`src/rtl/lds_pkg.sv`:
```
package lds_pkg;
  localparam int NCH = 6;

  typedef struct packed {
    logic           si;     // 15: run (low = standby)
    logic           sct;    // 14: long delays
    logic           old_n;  // 13: open-load test, active low
    logic [5:0]     rsv;    // 12..7
    logic [NCH-1:0] ch;     // 6..1
    logic           srr;    // 0: clear sticky flags
  } ctrl_t;

  localparam ctrl_t CTRL_RST = '{si: 1'b1, sct: 1'b1, old_n: 1'b1,
                                 rsv: 6'd0, ch: '0, srr: 1'b0};
endpackage

```
`src/rtl/lds_ctrl_reg.sv`:
```
module lds_ctrl_reg
  import lds_pkg::*;
(
  input  logic           clk_i,
  input  logic           rst_ni,
  input  logic           commit_i,
  input  logic [15:0]    ctrl_i,
  output ctrl_t          ctrl_o,
  output logic           srr_o,
  output logic [NCH-1:0] ch_clr_o
);
  ctrl_t ctrl_d;
  ctrl_t ctrl_q;

  assign ctrl_d   = ctrl_t'(ctrl_i);
  assign srr_o    = commit_i & ctrl_d.srr;
  assign ch_clr_o = {NCH{commit_i}} & ~ctrl_d.ch;
  assign ctrl_o   = ctrl_q;

  always_ff @(posedge clk_i or negedge rst_ni) begin
    if (!rst_ni)       ctrl_q <= CTRL_RST;
    else if (commit_i) ctrl_q <= ctrl_d;
  end
endmodule

```
`src/rtl/lds_delay_timer.sv`:
```
module lds_delay_timer #(
  parameter int CNT_W = 8
) (
  input  logic             clk_i,
  input  logic             rst_ni,
  input  logic             tick_i,
  input  logic             run_i,
  input  logic [CNT_W-1:0] limit_i,
  output logic             expired_o
);
  logic [CNT_W-1:0] cnt_q;

  always_ff @(posedge clk_i or negedge rst_ni) begin
    if (!rst_ni)                       cnt_q <= '0;
    else if (!run_i)                   cnt_q <= '0;
    else if (tick_i && cnt_q < limit_i) cnt_q <= cnt_q + 1'b1;
  end

  assign expired_o = run_i && (cnt_q >= limit_i);
endmodule

```
`src/rtl/lds_status_mux.sv`:
```
module lds_status_mux
  import lds_pkg::*;
(
  input  ctrl_t          ctrl_i,
  input  logic [NCH-1:0] en_i,
  input  logic [NCH-1:0] ol_i,
  input  logic           tw_i,
  input  logic           scd_i,
  input  logic           standby_i,
  input  logic           psf_i,
  input  logic           tsd_i,
  output logic [15:0]    status_o
);
  logic [NCH-1:0] ch_stat;

  // open-load test reports only on channels commanded off
  assign ch_stat = ctrl_i.old_n ? en_i : (ol_i & ~ctrl_i.ch);

  always_comb begin
    if (tsd_i) status_o = '1;
    else       status_o = {psf_i, standby_i, scd_i, 6'd0, ch_stat, tw_i};
  end
endmodule

```
`src/rtl/lds_supervisor.sv`:
```
module lds_supervisor
  import lds_pkg::*;
#(
  parameter int SUP_LONG  = 28,
  parameter int SUP_SHORT = 7,
  parameter int SC_LONG   = 200,
  parameter int SC_SHORT  = 25
) (
  input  logic           clk_i,
  input  logic           rst_ni,
  input  logic           tick_i,
  input  logic           commit_i,
  input  logic [15:0]    ctrl_i,
  input  logic           inh_ni,
  input  logic           ov_i,
  input  logic           uv_i,
  input  logic [NCH-1:0] sc_i,
  input  logic [NCH-1:0] ol_i,
  input  logic           tw_i,
  input  logic           tsd_i,
  output logic [NCH-1:0] en_o,
  output logic [15:0]    status_o
);
  localparam int LIM_A   = (SUP_LONG > SUP_SHORT) ? SUP_LONG : SUP_SHORT;
  localparam int LIM_B   = (SC_LONG > SC_SHORT) ? SC_LONG : SC_SHORT;
  localparam int LIM_MAX = (LIM_A > LIM_B) ? LIM_A : LIM_B;
  localparam int CNT_W   = $clog2(LIM_MAX + 1);

  ctrl_t            ctrl_q;
  logic             srr;
  logic [NCH-1:0]   ch_clr;
  logic [CNT_W-1:0] sup_lim, sc_lim;
  logic             sup_off, standby;
  logic             psf_q, scd_q, tsd_q;
  logic [NCH-1:0]   sc_exp, sc_lat_q;

  lds_ctrl_reg u_ctrl (
    .clk_i    (clk_i),
    .rst_ni   (rst_ni),
    .commit_i (commit_i),
    .ctrl_i   (ctrl_i),
    .ctrl_o   (ctrl_q),
    .srr_o    (srr),
    .ch_clr_o (ch_clr)
  );

  assign sup_lim = ctrl_q.sct ? CNT_W'(SUP_LONG) : CNT_W'(SUP_SHORT);
  assign sc_lim  = ctrl_q.sct ? CNT_W'(SC_LONG)  : CNT_W'(SC_SHORT);
  assign standby = ~ctrl_q.si | ~inh_ni;

  lds_delay_timer #(.CNT_W(CNT_W)) u_sup_tmr (
    .clk_i     (clk_i),
    .rst_ni    (rst_ni),
    .tick_i    (tick_i),
    .run_i     (ov_i | uv_i),
    .limit_i   (sup_lim),
    .expired_o (sup_off)
  );

  assign en_o = ctrl_q.ch & ~sc_lat_q &
                {NCH{~standby & ~sup_off & ~tsd_q}};

  for (genvar k = 0; k < NCH; k++) begin : g_ch
    lds_delay_timer #(.CNT_W(CNT_W)) u_sc_tmr (
      .clk_i     (clk_i),
      .rst_ni    (rst_ni),
      .tick_i    (tick_i),
      .run_i     (sc_i[k] & en_o[k]),
      .limit_i   (sc_lim),
      .expired_o (sc_exp[k])
    );

    always_ff @(posedge clk_i or negedge rst_ni) begin
      if (!rst_ni)                    sc_lat_q[k] <= 1'b0;
      else if (sc_exp[k])             sc_lat_q[k] <= 1'b1;
      else if (srr || ch_clr[k])      sc_lat_q[k] <= 1'b0;
    end
  end

  // sticky flags: set wins over a simultaneous clear
  always_ff @(posedge clk_i or negedge rst_ni) begin
    if (!rst_ni) begin
      psf_q <= 1'b0;
      scd_q <= 1'b0;
      tsd_q <= 1'b0;
    end else begin
      psf_q <= sup_off | (psf_q & ~srr);
      scd_q <= (|sc_exp) | (scd_q & ~srr);
      tsd_q <= tsd_i | (tsd_q & ~srr);
    end
  end

  lds_status_mux u_stat (
    .ctrl_i    (ctrl_q),
    .en_i      (en_o),
    .ol_i      (ol_i),
    .tw_i      (tw_i),
    .scd_i     (scd_q),
    .standby_i (standby),
    .psf_i     (psf_q),
    .tsd_i     (tsd_q),
    .status_o  (status_o)
  );
endmodule

```
`config.mk`:
```
export PLATFORM = sky130hd
export DESIGN_NAME = lds_supervisor
export DESIGN_NICKNAME = d
export VERILOG_FILES = /design/src/rtl/lds_pkg.sv /design/src/rtl/lds_ctrl_reg.sv /design/src/rtl/lds_delay_timer.sv /design/src/rtl/lds_status_mux.sv /design/src/rtl/lds_supervisor.sv
export SDC_FILE = /design/constraint.sdc
export NUM_CORES = 1
export LEC_CHECK = 0
export ABC_CLOCK_PERIOD_IN_PS = 4800
export BUFFER_PORTS_ARGS = -buffer_cell sky130_fd_sc_hd__buf_4
export CAP_MARGIN = 15
export CORE_MARGIN = 2
export CORE_UTILIZATION = 40
export CTS_CLUSTER_DIAMETER = 100
export DETAILED_ROUTE_END_ITERATION = 8
export SLEW_MARGIN = 0
export SYNTH_ARGS = -nofsm -noshare
export SYNTH_HDL_FRONTEND = slang
export SYNTH_HIERARCHICAL = 1
export SYNTH_SLANG_ARGS = --single-unit
```
`constraint.sdc`:
```
create_clock -name clk_i -period 4.8 [get_ports clk_i]
set_input_delay 0.24 -clock clk_i [delete_from_list [all_inputs] [get_ports clk_i]]
set_output_delay 0.24 -clock clk_i [all_outputs]
set_load 0.02 [all_outputs]
```
==> flow_summary.json <==
{
  "outcome": "finished clean",
  "fin_skew_ns": 0.00494,
  "cp_data_required_time_ns": 5.02,
  "cts_setup_buffers": 0,
  "sequentialPowerShare": 0.430,
  "dieArea_um2": 15200,
  "setup_tns_ns": 0,
  "r2r_setup_slack_ns": 0.99,
  "timing.fmax_mhz": 263,
  "rows": 43,
  "final_common_cell": "dfrtp_1",
  "place_area_um2": 6310,
  "clkTransAtPathRegs_ns": 0.06,
  "dr.pass1.iters": 5,
  "drive_gt1_frac": 0.185,
  "cts-resized-gates": 0,
  "drt-total-wl_um": 13100,
  "grt_first_pass_wirelength_um": 22300,
  "hold_viol_final": 0,
  "grt_pass1_vias": 4737,
  "whs_ns": 0.0601,
  "ir_worst_vdd_uv": 134,
  "final_nets": 782,
  "die_h_um": 123,
  "worstMarginPinSlew_ns": 0.968,
  "r2r_start": "u_ctrl/ctrl_o[14]$_DFFE_PN1P_",
  "power_leakage_nw": 3.00,
  "regArea_um2": 1860,
  "r2r_cells": 14,
  "yosysWarnings": 6,
  "final.period_utilization": 0.793,
  "cts_hold_buf": 0,
  "netlist_area_um2": 5700,
  "powerDensity_nw_per_um2": 236,
  "vias": 4667,
  "fillCellCount": 1330,
  "layout_common_cells": "dfrtp_1 (71), nand2_1 (66), ha_1 (63), buf_4 (59), inv_1 (57)",
  "chipWidth_um": 123,
  "p_sw_frac": 0.270,
  "avgRoutedWirePerCell_um": 15.2,
  "crit_path_end_kind": "flip-flop",
  "fin_crit_ns": 3.81,
  "portBuffers": 52,
  "cp-start-kind": "flip-flop",
  "clockBufferDepth": 2,
  "rsz0062_at_grt": "no",
  "synth.avg_cell_area_um2": 9.31,
  "cts_tree": "done",
  "cp-startpoint": "u_ctrl/ctrl_o[14]$_DFFE_PN1P_",
  "setup_viol": 0,
  "clkPwrFrac": 0.420,
  "r2r-end": "scd_q$_DFF_PN0_",
  "syn_inst": 612,
  "numCtsBuffers": 9,
  "viasPerCell": 5.38,
  "p_int_mw": 1.14,
  "grt-ovfl-total": 0,
  "start_util": 0.411,
  "gp_congestion": 0.805,
  "final_area_um2": 6600,
  "syn2layout_area_growth_pct": 15.7,
  "grt_util_all_layers": 0.188,
  "post-dp-hpwl_um": 9630,
  "crit_fanout": 14,
  "final_max_slew_viol_count": 0,
  "maxCapViolCount": 0,
  "drt-initial-drc-count": 212,
  "diodes": 0,
  "hp-class": "input pin to asynchronous set/reset pin",
  "multi_input_area_um2": 3570,
  "cts_max_level": 3,
  "cts-root-buf": "clkbuf_16",
  "antenna_left": 0,
  "switching_power_mw": 0.421,
  "slew_headroom": 0.355,
  "drc_errors": 0,
  "clock_latency_ns": 0.35,
  "cts.sinks": 74,
  "worstPathArrival_ns": 4.03,
  "crit_type": "flip-flop to flip-flop",
  "antenna_found_initial": 0,
  "core_area_um2": 13900,
  "grt_max_degree": 75,
  "combinationalPowerShare": 0.150,
  "num_io_pins": 59
}
-- layer usage --
metal  up-vias  global-route usage  routed length [µm]
met5         -                   0                   0
met4         0              0.0760                 262
met3        15              0.0254                 387
met2        75               0.328                6530
met1      2252               0.235                5960
li1       2325                   -                   -
-- metrics by stage --
step           power [mW]  std cells  setup WS, ns   util
4_1_cts              1.58        867         0.926  0.475
3_5_place_dp        0.915        851         0.943  0.455
2_1_floorplan       0.829        638          1.22      -
6_report             1.56        867         0.993  0.475
3_3_place_gp        0.905        851          1.06  0.455
5_1_grt              1.64        867         0.727  0.475
-- worst max path at each step --
stage                     slack (ns)              end
after floorplan                 1.22  scd_q$_DFF_PN0_
after global placement          1.06  scd_q$_DFF_PN0_
after detailed placement        0.94  scd_q$_DFF_PN0_
after CTS                       0.93  scd_q$_DFF_PN0_
after global routing            0.73  scd_q$_DFF_PN0_
final                           0.99  scd_q$_DFF_PN0_
-- flip-flops by register name, summed over array words and instances (netlist names) --
register             count
g_ch.u_sc_tmr/cnt_q     48
u_ctrl/ctrl_o            9
u_sup_tmr/cnt_q          8
sc_lat_q                 6
psf_q                    1
scd_q                    1
tsd_q                    1
-- power by group through the flow --
stage | sequential [mW] | combinational [mW] | clock (mW)
final | 0.670 | 0.234 | 0.654
after global routing | 0.674 | 0.266 | 0.695
after CTS | 0.670 | 0.235 | 0.672
after detailed placement | 0.681 | 0.234 | 0
after global placement | 0.680 | 0.225 | 0
after floorplan | 0.672 | 0.157 | 0
-- worst max-delay path, cell delays in order, from the launching register on --
cell,delay (ns)
dfstp_2,0.36
inv_1,0.42
inv_1,0.09
ha_1,0.31
nor2b_1,0.13
o211ai_1,0.11
a31o_2,0.21
a21boi_0,0.24
nand4bb_1,0.17
buf_4,0.22
nor3_1,0.07
buf_4,0.17
a21boi_0,0.17
or4_1,0.60
a2111o_1,0.40
-- final cells by class --
type | instances | area share
clock buffers | 14 | 0.0415
flip-flops and latches | 74 | 0.281
multi-input cells | 480 | 0.541
clock inverters | 2 | 0.00152
well taps | 180 | 0.0341
repair buffers | 59 | 0.0671
inverters | 58 | 0.0330
(Power assumes the default switching activity.)
